`config.mk`:
```
export PLATFORM = sky130hd
export DESIGN_NAME = dock_ring_seq
export DESIGN_NICKNAME = d
export VERILOG_FILES = /design/src/rtl/dock_ring_pkg.sv /design/src/rtl/dock_ring_store.sv /design/src/rtl/dock_ring_step.sv /design/src/rtl/dock_ring_hold.sv /design/src/rtl/dock_ring_seq.sv
export SDC_FILE = /design/constraint.sdc
export NUM_CORES = 1
export LEC_CHECK = 0
export ABC_AREA = 1
export BUFFER_PORTS_ARGS = -buffer_cell sky130_fd_sc_hd__buf_2
export CORE_MARGIN = 5
export CORE_UTILIZATION = 40
export CTS_BUF_LIST = sky130_fd_sc_hd__clkbuf_8
export DETAILED_ROUTE_END_ITERATION = 16
export GPL_ROUTABILITY_DRIVEN = 0
export HOLD_SLACK_MARGIN = 0.15
export PLACE_DENSITY = 0.63
export SLEW_MARGIN = 0
export SYNTH_ARGS = -nofsm -noshare
export SYNTH_HDL_FRONTEND = slang
export SYNTH_SLANG_ARGS = --single-unit
```
`constraint.sdc`:
```
create_clock -name clk_i -period 7.1 [get_ports clk_i]
set_input_delay 0.355 -clock clk_i [delete_from_list [all_inputs] [get_ports clk_i]]
set_output_delay 0.355 -clock clk_i [all_outputs]
set_load 0.01 [all_outputs]
```
`src/rtl/dock_ring_pkg.sv`:
```
package dock_ring_pkg;
  localparam int CNT_W  = 6;
  localparam int BODY_W = 16;

  typedef enum logic [1:0] {
    FORM_NORMAL  = 2'd0,
    FORM_LITERAL = 2'd1,
    FORM_KILL    = 2'd2,
    FORM_GATE    = 2'd3
  } form_e;

  typedef struct packed {
    form_e             form;
    logic              rq;   // gate form: 0 clog, 1 unclog
    logic [CNT_W-1:0]  cnt;
    logic [BODY_W-1:0] body;
  } insn_t;

  localparam int INSN_W = $bits(insn_t);
  localparam logic [CNT_W-1:0] CNT_MAX = {CNT_W{1'b1}};
endpackage

```
`src/rtl/dock_ring_store.sv`:
```
module dock_ring_store
  import dock_ring_pkg::*;
#(
  parameter int DEPTH = 8
) (
  input  logic                         clk_i,
  input  logic                         rst_ni,
  input  logic                         push_i,
  input  insn_t                        push_data_i,
  input  logic                         pop_i,
  input  logic                         upd_i,
  input  insn_t                        upd_data_i,
  output insn_t                        head_o,
  output logic                         empty_o,
  output logic                         full_o,
  output logic [$clog2(DEPTH+1)-1:0]   used_o
);
  localparam int PTR_W  = $clog2(DEPTH);
  localparam int USED_W = $clog2(DEPTH+1);

  insn_t             mem_q [DEPTH];
  logic [PTR_W-1:0]  rd_q, wr_q;
  logic [USED_W-1:0] used_q;

  function automatic logic [PTR_W-1:0] step_ptr(input logic [PTR_W-1:0] p);
    return (p == PTR_W'(DEPTH-1)) ? '0 : p + 1'b1;
  endfunction

  always_ff @(posedge clk_i) begin
    if (push_i) mem_q[wr_q] <= push_data_i;
    if (upd_i)  mem_q[rd_q] <= upd_data_i;
  end

  always_ff @(posedge clk_i or negedge rst_ni) begin
    if (!rst_ni) begin
      rd_q   <= '0;
      wr_q   <= '0;
      used_q <= '0;
    end else begin
      if (push_i) wr_q <= step_ptr(wr_q);
      if (pop_i)  rd_q <= step_ptr(rd_q);
      unique case ({push_i, pop_i})
        2'b10:   used_q <= used_q + 1'b1;
        2'b01:   used_q <= used_q - 1'b1;
        default: used_q <= used_q;
      endcase
    end
  end

  assign head_o  = mem_q[rd_q];
  assign empty_o = (used_q == '0);
  assign full_o  = (used_q == USED_W'(DEPTH));
  assign used_o  = used_q;


  no_overflow_chk: assert property (@(posedge clk_i) disable iff (!rst_ni)
    push_i |-> (!full_o || pop_i));

  pop_frees_chk: assert property (@(posedge clk_i) disable iff (!rst_ni)
    (pop_i && !push_i) |=> (used_o == $past(used_o) - 1'b1));
endmodule

```
`src/rtl/dock_ring_step.sv`:
```
module dock_ring_step
  import dock_ring_pkg::*;
(
  input  insn_t head_i,
  output logic  retire_o,
  output logic  requeue_o,
  output logic  upd_o,
  output insn_t next_o
);
  logic standing;

  always_comb begin
    standing  = (head_i.cnt == CNT_MAX);
    next_o    = head_i;
    retire_o  = 1'b0;
    requeue_o = 1'b0;
    upd_o     = 1'b0;
    if (!standing) next_o.cnt = head_i.cnt - 1'b1;
    if (head_i.form == FORM_LITERAL || head_i.cnt == '0) begin
      retire_o = 1'b1;
    end else if (head_i.rq) begin
      requeue_o = 1'b1;
    end else begin
      upd_o = !standing;
    end
  end
endmodule

```
`src/rtl/dock_ring_hold.sv`:
```
module dock_ring_hold
  import dock_ring_pkg::*;
(
  input  logic             clk_i,
  input  logic             rst_ni,
  input  logic             kill_load_i,
  input  logic             unclog_load_i,
  input  logic [CNT_W-1:0] load_cnt_i,
  input  logic             kill_fire_i,
  input  logic             unclog_fire_i,
  output logic             kill_active_o,
  output logic             unclog_active_o
);
  logic             kill_q, unclog_q;
  logic [CNT_W-1:0] cnt_q;

  always_ff @(posedge clk_i or negedge rst_ni) begin
    if (!rst_ni) begin
      kill_q   <= 1'b0;
      unclog_q <= 1'b0;
      cnt_q    <= '0;
    end else begin
      if (kill_load_i) begin
        kill_q <= 1'b1;
        cnt_q  <= load_cnt_i;
      end else if (kill_fire_i) begin
        if (cnt_q == '0) kill_q <= 1'b0;
        else             cnt_q  <= cnt_q - 1'b1;
      end
      if (unclog_load_i)      unclog_q <= 1'b1;
      else if (unclog_fire_i) unclog_q <= 1'b0;
    end
  end

  assign kill_active_o   = kill_q;
  assign unclog_active_o = unclog_q;


  kill_countdown_chk: assert property (@(posedge clk_i) disable iff (!rst_ni)
    (kill_fire_i && cnt_q != '0) |=> (kill_q && cnt_q == $past(cnt_q) - 1'b1));

  kill_idle_chk: assert property (@(posedge clk_i) disable iff (!rst_ni)
    (kill_q && !kill_fire_i) |=> (kill_q && $stable(cnt_q)));
endmodule

```
`src/rtl/dock_ring_seq.sv`:
```
module dock_ring_seq
  import dock_ring_pkg::*;
#(
  parameter int DEPTH = 8
) (
  input  logic                       clk_i,
  input  logic                       rst_ni,
  input  logic                       in_valid_i,
  output logic                       in_ready_o,
  input  logic [INSN_W-1:0]          in_insn_i,
  output logic                       exec_valid_o,
  output logic [INSN_W-1:0]          exec_insn_o,
  input  logic                       exec_done_i,
  output logic [$clog2(DEPTH+1)-1:0] free_o
);
  localparam int USED_W = $clog2(DEPTH+1);

  insn_t             in_w, head, next_w, push_data;
  logic              empty, full, busy_q;
  logic [USED_W-1:0] used;
  logic              kill_active, unclog_active;
  logic              st_retire, st_requeue, st_upd;
  logic              head_exec, head_clog, done, requeue_now;
  logic              in_is_kill, in_is_unclog, in_is_ctrl, accept;
  logic              kill_fire, unclog_fire, push, pop, upd;

  assign in_w         = insn_t'(in_insn_i);
  assign in_is_kill   = (in_w.form == FORM_KILL);
  assign in_is_unclog = (in_w.form == FORM_GATE) && in_w.rq;
  assign in_is_ctrl   = in_is_kill || in_is_unclog;

  assign head_exec = !empty && (head.form == FORM_NORMAL || head.form == FORM_LITERAL);
  assign head_clog = !empty && (head.form == FORM_GATE) && !head.rq;

  assign exec_valid_o = busy_q || (head_exec && !kill_active);
  assign exec_insn_o  = head;
  assign done         = exec_valid_o && exec_done_i;
  assign requeue_now  = done && st_requeue;

  // kill acts only on an instruction not yet handed to the executor
  assign kill_fire   = kill_active && !busy_q && !empty && !head_clog;
  assign unclog_fire = unclog_active && head_clog;

  assign in_ready_o = !kill_active && !unclog_active && !requeue_now &&
                      (!full || in_is_ctrl);
  assign accept     = in_valid_i && in_ready_o;

  assign push      = requeue_now || (accept && !in_is_ctrl);
  assign push_data = requeue_now ? next_w : in_w;
  assign pop       = (done && (st_retire || st_requeue)) || kill_fire || unclog_fire;
  assign upd       = done && st_upd;

  always_ff @(posedge clk_i or negedge rst_ni) begin
    if (!rst_ni) busy_q <= 1'b0;
    else         busy_q <= exec_valid_o && !exec_done_i;
  end

  dock_ring_store #(.DEPTH(DEPTH)) u_store (
    .clk_i       (clk_i),
    .rst_ni      (rst_ni),
    .push_i      (push),
    .push_data_i (push_data),
    .pop_i       (pop),
    .upd_i       (upd),
    .upd_data_i  (next_w),
    .head_o      (head),
    .empty_o     (empty),
    .full_o      (full),
    .used_o      (used)
  );

  dock_ring_step u_step (
    .head_i    (head),
    .retire_o  (st_retire),
    .requeue_o (st_requeue),
    .upd_o     (st_upd),
    .next_o    (next_w)
  );

  dock_ring_hold u_hold (
    .clk_i           (clk_i),
    .rst_ni          (rst_ni),
    .kill_load_i     (accept && in_is_kill),
    .unclog_load_i   (accept && in_is_unclog),
    .load_cnt_i      (in_w.cnt),
    .kill_fire_i     (kill_fire),
    .unclog_fire_i   (unclog_fire),
    .kill_active_o   (kill_active),
    .unclog_active_o (unclog_active)
  );

  assign free_o = USED_W'(DEPTH) - used;


  exec_hold_chk: assert property (@(posedge clk_i) disable iff (!rst_ni)
    (exec_valid_o && !exec_done_i) |=> (exec_valid_o && $stable(exec_insn_o)));

  clog_blocks_chk: assert property (@(posedge clk_i) disable iff (!rst_ni)
    head_clog |-> !exec_valid_o);

  standing_keep_chk: assert property (@(posedge clk_i) disable iff (!rst_ni)
    (done && head.form == FORM_NORMAL && head.cnt == CNT_MAX && !head.rq)
      |=> (!empty && head == $past(head)));

  unclog_meet_chk: assert property (@(posedge clk_i) disable iff (!rst_ni)
    (unclog_active && head_clog) |=> !unclog_active);

  hold_blocks_in_chk: assert property (@(posedge clk_i) disable iff (!rst_ni)
    (kill_active || unclog_active) |-> !accept);
endmodule

```
==> summary.md, run 1 <==
| Metric | Value |
|---|---|
| Status | `complete, no violations` |
| Worst-Skew Late Latency | `0.54 ns` |
| Distinct cell type count after synthesis | `37` |
| Initial Util | `between 40% and 50%` |
| GRT Max-Usage Layer | `met2` |
| Post-synthesis cell count | `1,373` |
| Wirelength per Cell | `17.75 µm` |
| GRT overflow | `0` |
| Leak pwr | `0.005843 µW` |
| Post-DP HPWL | `20,830 µm` |
| VDD IR-drop max | `0.1893 mV` |
| Via density per instance | `5.144` |
| Worst min path class | `input pin to flip-flop` |
| Total CTS buffers | `38` |
| Worst Setup End Kind | `flip-flop` |
| Clock transition at path regs | `approximately 0.060 ns` |
| Reg2reg start | `u_store.rd_q[1]` |
| Final Cycle Share | `roughly 74%` |
| Placed Cells | `1,766` |
| Root buf cell | `clkbuf_8` |
| I/O pins | `60` |
| Top-area cell type share of the netlist area | `51.15%` |
| Hold WS | `0.2073 ns` |
| Unrepaired setup endpoints after global routing | `no` |
| Max_slew headroom | `32.68%` |
| Die Width | `~180 µm` |
| DRT Pass-1 Iters | `5` |
| Worst R2R Setup Slack | `roughly 1.8 ns` |
| M3 GR Usage | `3.197%` |
| Max stage delay on crit path | `0.62 ns` |
| Final Non-Filler Cells | `1,836` |
| First-pass GRT wire length | `51,600 µm` |
| Syn-to-layout area delta | `10.57%` |
| Sequential-to-total area share from yosys stat | `55.20%` |
| CP max-delay cell | `dfrtp_1` |
| Internal power | `a little over 3000 µW` |
| Critical path arrival | `5.54 ns` |
| Largest net degree at the start of global routing | `48` |
| Share of cells above drive strength 1 | `11.09%` |
| Detailed-route wire length | `32,600 µm` |
| Port Buf Inserts | `59` |
| Residual DRC | `0` |
| Worst-margin pin slew | `1.006 ns` |
| Fmax | `~190 MHz` |
| Worst-path fanout max | `37` |
| Combinational Power Share | `50.2%` |
| Worst min-delay path startpoint | `in_valid_i` |
| Die area | `32,880 µm²` |
| TritonCTS clock tree | `done` |
| Post-CTS Setup Inserts | `0` |
| Sink Count | `around 220` |
| Num rows | `62` |
| Switching power total | `between 2000 and 3000 µW` |
| M1 GR Usage | `27.28%` |
| CP dominant cell by count | `nand2_1` |
| Top post-synthesis cells by area | `edfxtp_1 51%, nand2_1 19%, o21ai_1 5.4%` |
| Cell depth of the worst flop-to-flop path | `21` |
| Hold endpoint | `u_hold.cnt_q[3]` |
| Fin. Hold Viols | `0` |
| Fin util | `44.99%` |
| Max-slew violations | `0` |
| Clk pwr share | `17.8%` |
| Net count, final | `1,467` |
| N_diodes | `0` |
| Startpoint types | `flip-flop` |
| Final min period | `5.273 ns` |
| Tot Pwr | `about 5700 µW` |
| Hold Crit Depth | `4` |
| All-Layer GR Usage | `~20%` |
| Req. time, crit path | `7.37 ns` |
| Setup tns final | `0 ns` |
| CP bufs+invs | `6` |
| Die Ht | `181.3 µm` |
| Yosys top cell by area | `edfxtp_1` |
| Worst setup path category | `flip-flop to flip-flop` |
| Syn Std Cell Area | `11,740 µm²` |
| Filler cells | `2,818` |
| Worst Setup SP | `u_store.rd_q[1]` |
| Vias in the first global route | `about 9,100` |
| Total number of vias | `9,445` |
| Syn Nets | `1,415` |
| PwrDens | `442.6 nW/µm²` |
| Avg Inst Size Synth | `between 8 and 9 µm²` |
| Number of max-cap violations | `0` |
| Resize count post-CTS | `0` |
| Delay-heaviest family, CP | `simple AND/OR/NAND/NOR gates` |
| Clock buffer depth | `3` |
| Initial antenna violation count | `0` |
| Grt met2 use | `32.02%` |
| R2r endpoint | `u_store.mem_q[6][7]` |
| Yosys warns | `0` |
| Skew final | `0.02132 ns` |
| Setup violators final | `0` |
| Yosys reg bits | `219` |
| Sw frac | `47.33%` |
| Core box area | `roughly 29,000 µm²` |
| Flop pwr share | `32.0%` |
| CP Cell Sequence | `inv_2, nor2_1, nand2_1, clkinv_1, nand2_1, nand2_1, nor2_1, nand2_2, inv_2, ha_1, nand2_1, nor2_1, nand2_1, nand2_1, inv_2, nand2_4, o31ai_1, buf_4, nand3_1, nand2_1, buf_4` |
| H-tree Lvls | `2` |
| Routed Antenna Nets | `0` |
| Initial DRC Count | `988` |
==> metrics by stage <==
step           instance area, µm²  worst slack (ns)
6_report                    12980             1.827
5_1_grt                     12980             1.435
4_1_cts                     12980             1.802
3_5_place_dp                12290             1.840
3_3_place_gp                12290             1.976
2_1_floorplan               11740             3.190
==> state kept, by name, summed over array words and instances (netlist names) <==
register / count
u_hold.kill_active_o: 1
busy_q: 1
u_hold.unclog_active_o: 1
u_store.rd_q: 3
u_store.used_o: 4
u_hold.cnt_q: 6
u_store.wr_q: 3
u_store.mem_q: 200
==> kinds of logic (layout without fill, tap and decap cells) <==
| logic type | after synthesis | count (layout) | synth area share [%] |
|---|---|---|---|
| compound gates | 248 | 248 | 12.02 |
| xor+xnor | 12 | 12 | 0.8952 |
| fa+ha+maj | 13 | 13 | 1.449 |
| buf+inv | 191 | 270 | 7.086 |
| flops | 219 | 219 | 55.20 |
| simple gates | 690 | 690 | 23.35 |
==> power groups by stage <==
stage / Combinational, µW / Sequential (µW) / Clock [µW]
2_1_floorplan: 2000 / 1810 / 0
3_3_place_gp: 2840 / 1850 / 0
3_5_place_dp: 2880 / 1860 / 0
4_1_cts: 2900 / 1830 / 1050
5_1_grt: 3250 / 1850 / 1110
6_report: 2880 / 1840 / 1030
==> cell type report <==
| class | count | area [µm²] | area share, % |
|---|---|---|---|
| flip-flops and latches | 219 | 6481 | 49.92 |
| multi-input cells | 963 | 4441 | 34.20 |
| repair buffers | 80 | 460.4 | 3.547 |
| inverters | 123 | 461.7 | 3.556 |
| clock buffers | 39 | 536.8 | 4.135 |
| well taps | 384 | 480.5 | 3.701 |
| clock inverters | 28 | 121.4 | 0.9348 |
==> placed cells by master, fill, tap and decap left out, types with 5 or more instances in the layout <==
cell        n
a21oi_1    14
a22o_1     15
a22oi_1     8
buf_2      59
buf_4      18
clkbuf_8   39
clkinv_1   11
dfrtp_1    19
edfxtp_1  200
ha_1       12
inv_1     127
inv_2       9
nand2_1   577
nand2_2     9
nand3_1    33
nand4_1    24
nor2_1     33
o211ai_1    5
o21ai_0    57
o21ai_1   126
o21ai_2    16
xor2_1      9
==> how the worst max path moves through the flow <==
stage | end | cells after the start
5_1_grt | u_store.mem_q[6][7] | 21
2_1_floorplan | u_store.used_o[3] | 29
3_5_place_dp | u_store.mem_q[6][16] | 21
6_report | u_store.mem_q[6][7] | 21
3_3_place_gp | u_store.mem_q[6][7] | 21
4_1_cts | u_store.mem_q[6][14] | 21
==> worst reg2reg max path: stages, from the launching register on <==
cell      delay, ns
dfrtp_1        0.62
inv_2          0.36
nor2_1         0.14
nand2_1        0.10
clkinv_1       0.56
nand2_1        0.24
nand2_1        0.07
nor2_1         0.12
nand2_2        0.16
inv_2          0.13
ha_1           0.19
nand2_1        0.07
nor2_1         0.16
nand2_1        0.07
nand2_1        0.10
inv_2          0.07
nand2_4        0.41
o31ai_1        0.19
buf_4          0.22
nand3_1        0.07
nand2_1        0.54
buf_4          0.46
==> repair_timing <==
action,4_1_cts,5_1_grt
hold endpoints to repair,21,0
hold buffers,3,0
endpoints found under the setup margin,0,0
==> cell usage after synthesis (all sizes together) <==
| cell type | n |
|---|---|
| a211oi | 3 |
| a21oi | 14 |
| a221oi | 2 |
| a22o | 15 |
| a22oi | 8 |
| and3 | 1 |
| buf | 54 |
| clkbuf | 14 |
| clkinv | 3 |
| dfrtp | 19 |
| edfxtp | 200 |
| fa | 1 |
| ha | 12 |
| inv | 120 |
| nand2 | 587 |
| nand3 | 33 |
| nand4 | 24 |
| nor2 | 38 |
| nor3 | 4 |
| o211ai | 5 |
| o21ai | 199 |
| o2bb2ai | 1 |
| o31ai | 1 |
| or2 | 2 |
| or3 | 1 |
| xnor2 | 3 |
| xor2 | 9 |
==> routing by layer <==
| layer | part of all wire (%) | wire, µm |
|---|---|---|
| met5 | 0 | 0 |
| met4 | 2.2 | 721 |
| met3 | 6.7 | 2197 |
| met2 | 47 | 15280 |
| met1 | 44 | 14400 |
No activity file was read; power rests on OpenSTA's default activity.
==> run 2: changes to the inputs <==
==> constraint.sdc (replaced) <==
create_clock -name clk_i -period 5 [get_ports clk_i]
set_input_delay 0.25 -clock clk_i [delete_from_list [all_inputs] [get_ports clk_i]]
set_output_delay 0.25 -clock clk_i [all_outputs]
set_load 0.01 [all_outputs]
==> run 2 against run 1 <==
Non-clock buffer count rose by 21; sequential power increased by 41%; critical endpoint is now u_store.used_o[3]; die area stayed put; first-iteration DRC count shrank 11%; global-route usage decreased by 0.19 points.
==> summary.md, run 2 (synthesis results as in run 1) <==
| Metric | Value |
|---|---|
| Status | `complete, no violations` |
| Fin util | `45.65%` |
| Post-DP HPWL | `20,060 µm` |
| H-tree Lvls | `2` |
| Placed Cells | `1,777` |
| Initial antenna violation count | `0` |
| Root buf cell | `clkbuf_8` |
| Net count, final | `about 1,500` |
| Worst R2R Setup Slack | `0.76 ns` |
| Max-slew violations | `0` |
| Max_slew headroom | `45.12%` |
| Final min period | `4.241 ns` |
| Max reg flops | `200` |
| Leak pwr | `0.005917 µW` |
| VDD IR-drop max | `0.2736 mV` |
| Placed cell area | `12,410 µm²` |
| I/O pins | `60` |
| Cell depth of the worst flop-to-flop path | `27` |
| Residual DRC | `0` |
| Die Width | `181.3 µm` |
| PwrDens | `614.3 nW/µm²` |
| Commonest non-fill, non-tap cell in the layout | `nand2_1` |
| Detailed-route wire length | `32,570 µm` |
| Syn-to-layout area delta | `12.19%` |
| Die area | `between 30,000 and 40,000 µm²` |
| Final Instance Area | `13,170 µm²` |
| Tot Pwr | `8091 µW` |
| Initial DRC Count | `883` |
| All-Layer GR Usage | `19.46%` |
| Register area | `6481 µm²` |
| Worst-path fanout max | `16` |
| Worst min-delay path startpoint | `in_insn_i[23]` |
| Via density per instance | `between 5 and 6` |
| CP dominant cell by count | `nand2_1` |
| Worst min path class | `input pin to flip-flop` |
| Hold endpoint | `u_hold.unclog_active_o` |
| Combinational Power Share | `50.7%` |
| N_diodes | `0` |
| Reg2reg start | `u_store.rd_q[1]` |
| Critical path arrival | `4.66 ns` |
| DRT Pass-1 Iters | `5` |
| Delay-heaviest family, CP | `simple AND/OR/NAND/NOR gates` |
| GRT overflow | `0` |
| Worst-margin pin slew | `0.8201 ns` |
| Commonest cells after routing, fill and taps aside | `577 x nand2_1, 200 x edfxtp_1, 126 x inv_1, 126 x o21ai_1, 59 x buf_2` |
| Worst Setup End Kind | `flip-flop` |
| Internal power | `about 4300 µW` |
| Routed Antenna Nets | `0` |
| Startpoint types | `flip-flop` |
| Sw frac | `46.78%` |
| Initial Util | `40.69%` |
| Clock buffer depth | `3` |
| Clock transition at path regs | `0.06 ns` |
| Final Non-Filler Cells | `1,854` |
| Unrepaired setup endpoints after global routing | `no` |
| Most flop-heavy register | `u_store.mem_q` |
| CP bufs+invs | `4` |
| Share of cells above drive strength 1 | `11.56%` |
| Vias in the first global route | `8,944` |
| Largest net degree at the start of global routing | `48` |
| CP max-delay cell | `dfrtp_1` |
| Switching power total | `3785 µW` |
| TritonCTS clock tree | `done` |
| Number of max-cap violations | `0` |
| Req. time, crit path | `5.42 ns` |
| Worst setup path category | `flip-flop to flip-flop` |
| Flop pwr share | `32.0%` |
| First-pass GRT wire length | `50,690 µm` |
| Die Ht | `181.3 µm` |
| R2r endpoint | `u_store.used_o[3]` |
| Clk pwr share | `17.3%` |
| Setup tns final | `0 ns` |
| Num rows | `62` |
| Worst-Skew Late Latency | `0.53 ns` |
| Core box area | `28,860 µm²` |
| Wirelength per Cell | `17.57 µm` |
| Max stage delay on crit path | `0.51 ns` |
| Final Cycle Share | `a little over four fifths` |
| Fin. Hold Viols | `0` |
| Multi-input gate area | `4441 µm²` |
| Hold Crit Depth | `5` |
| Filler cells | `2,797` |
| Stages on the worst setup path | `27` |
| Fmax | `235.8 MHz` |
| Total CTS buffers | `37` |
| Sink Count | `219` |
| Port Buf Inserts | `between 50 and 60` |
| Setup violators final | `0` |
| Skew final | `0.02687 ns` |
| Total number of vias | `9,520` |
run 2: cell type report:
type                    instances  area share (%)
clock inverters                26          0.7979
flip-flops and latches        219           49.20
well taps                     384           3.647
repair buffers                101           5.167
clock buffers                  38           3.970
multi-input cells             963           33.71
inverters                     123           3.505
run 2: worst register-to-register path, stage by stage (launching register included):
cell and delay [ns]:
dfrtp_1 0.51, inv_2 0.22, nor2_1 0.28, nand2_1 0.13, inv_2 0.32, nand2_1 0.10
nand2_1 0.07, nor2_1 0.04, nand2_2 0.17, inv_2 0.09, ha_1 0.23, nand2_1 0.07
nor2_1 0.05, nand2_1 0.06, nand2_1 0.08, inv_2 0.09, nand2_2 0.07, nand2_1 0.06
nand2_1 0.14, ha_1 0.26, ha_1 0.35, nand2_1 0.08, nor2_1 0.04, a211oi_1 0.27
nor2_1 0.08, nor2_1 0.09, nand2_1 0.06, xor2_1 0.13
run 2: worst max path at each step:
| stage | startpoint | end | slack (ns) |
|---|---|---|---|
| 3_3_place_gp | u_store.rd_q[1] | u_store.used_o[3] | 0.89 |
| 5_1_grt | u_store.rd_q[1] | u_store.used_o[3] | 0.34 |
| 3_5_place_dp | u_store.rd_q[1] | u_store.used_o[3] | 0.75 |
| 4_1_cts | u_store.rd_q[1] | u_store.used_o[3] | 0.77 |
| 2_1_floorplan | u_store.rd_q[1] | u_store.used_o[3] | 1.09 |
| 6_report | u_store.rd_q[1] | u_store.used_o[3] | 0.76 |
run 2: power groups by stage:
stage / clock network [µW] / logic (µW) / registers [µW]
floorplan: 0 / 2840 / 2580
global placement: 0 / 4040 / 2620
detailed placement: 0 / 4110 / 2620
CTS: 1430 / 4120 / 2590
global route: 1520 / 4630 / 2610
finish: 1400 / 4100 / 2590
run 2: what timing repair did:
item                                   CTS  global route
buffers inserted                         0             0
endpoints found under the hold margin   27             0
hold buffers                            13             0
gates resized for setup                  0             0
setup endpoints to repair                0             0
run 2: metrics by stage:
stage / hold slack, ns / worst slack (ns)
CTS: 0.1521 / 0.7707
global route: 0.1966 / 0.3377
detailed placement: 0.2544 / 0.7547
global placement: 0.2543 / 0.8914
floorplan: -0.04559 / 1.090
finish: 0.1674 / 0.7589
run 2: metal layers:
metal  track usage (%)  wire (µm)
met4             5.584        750
met2             32.14      15360
met1             27.03      14200
met3             2.534       2259
met5                 0          0
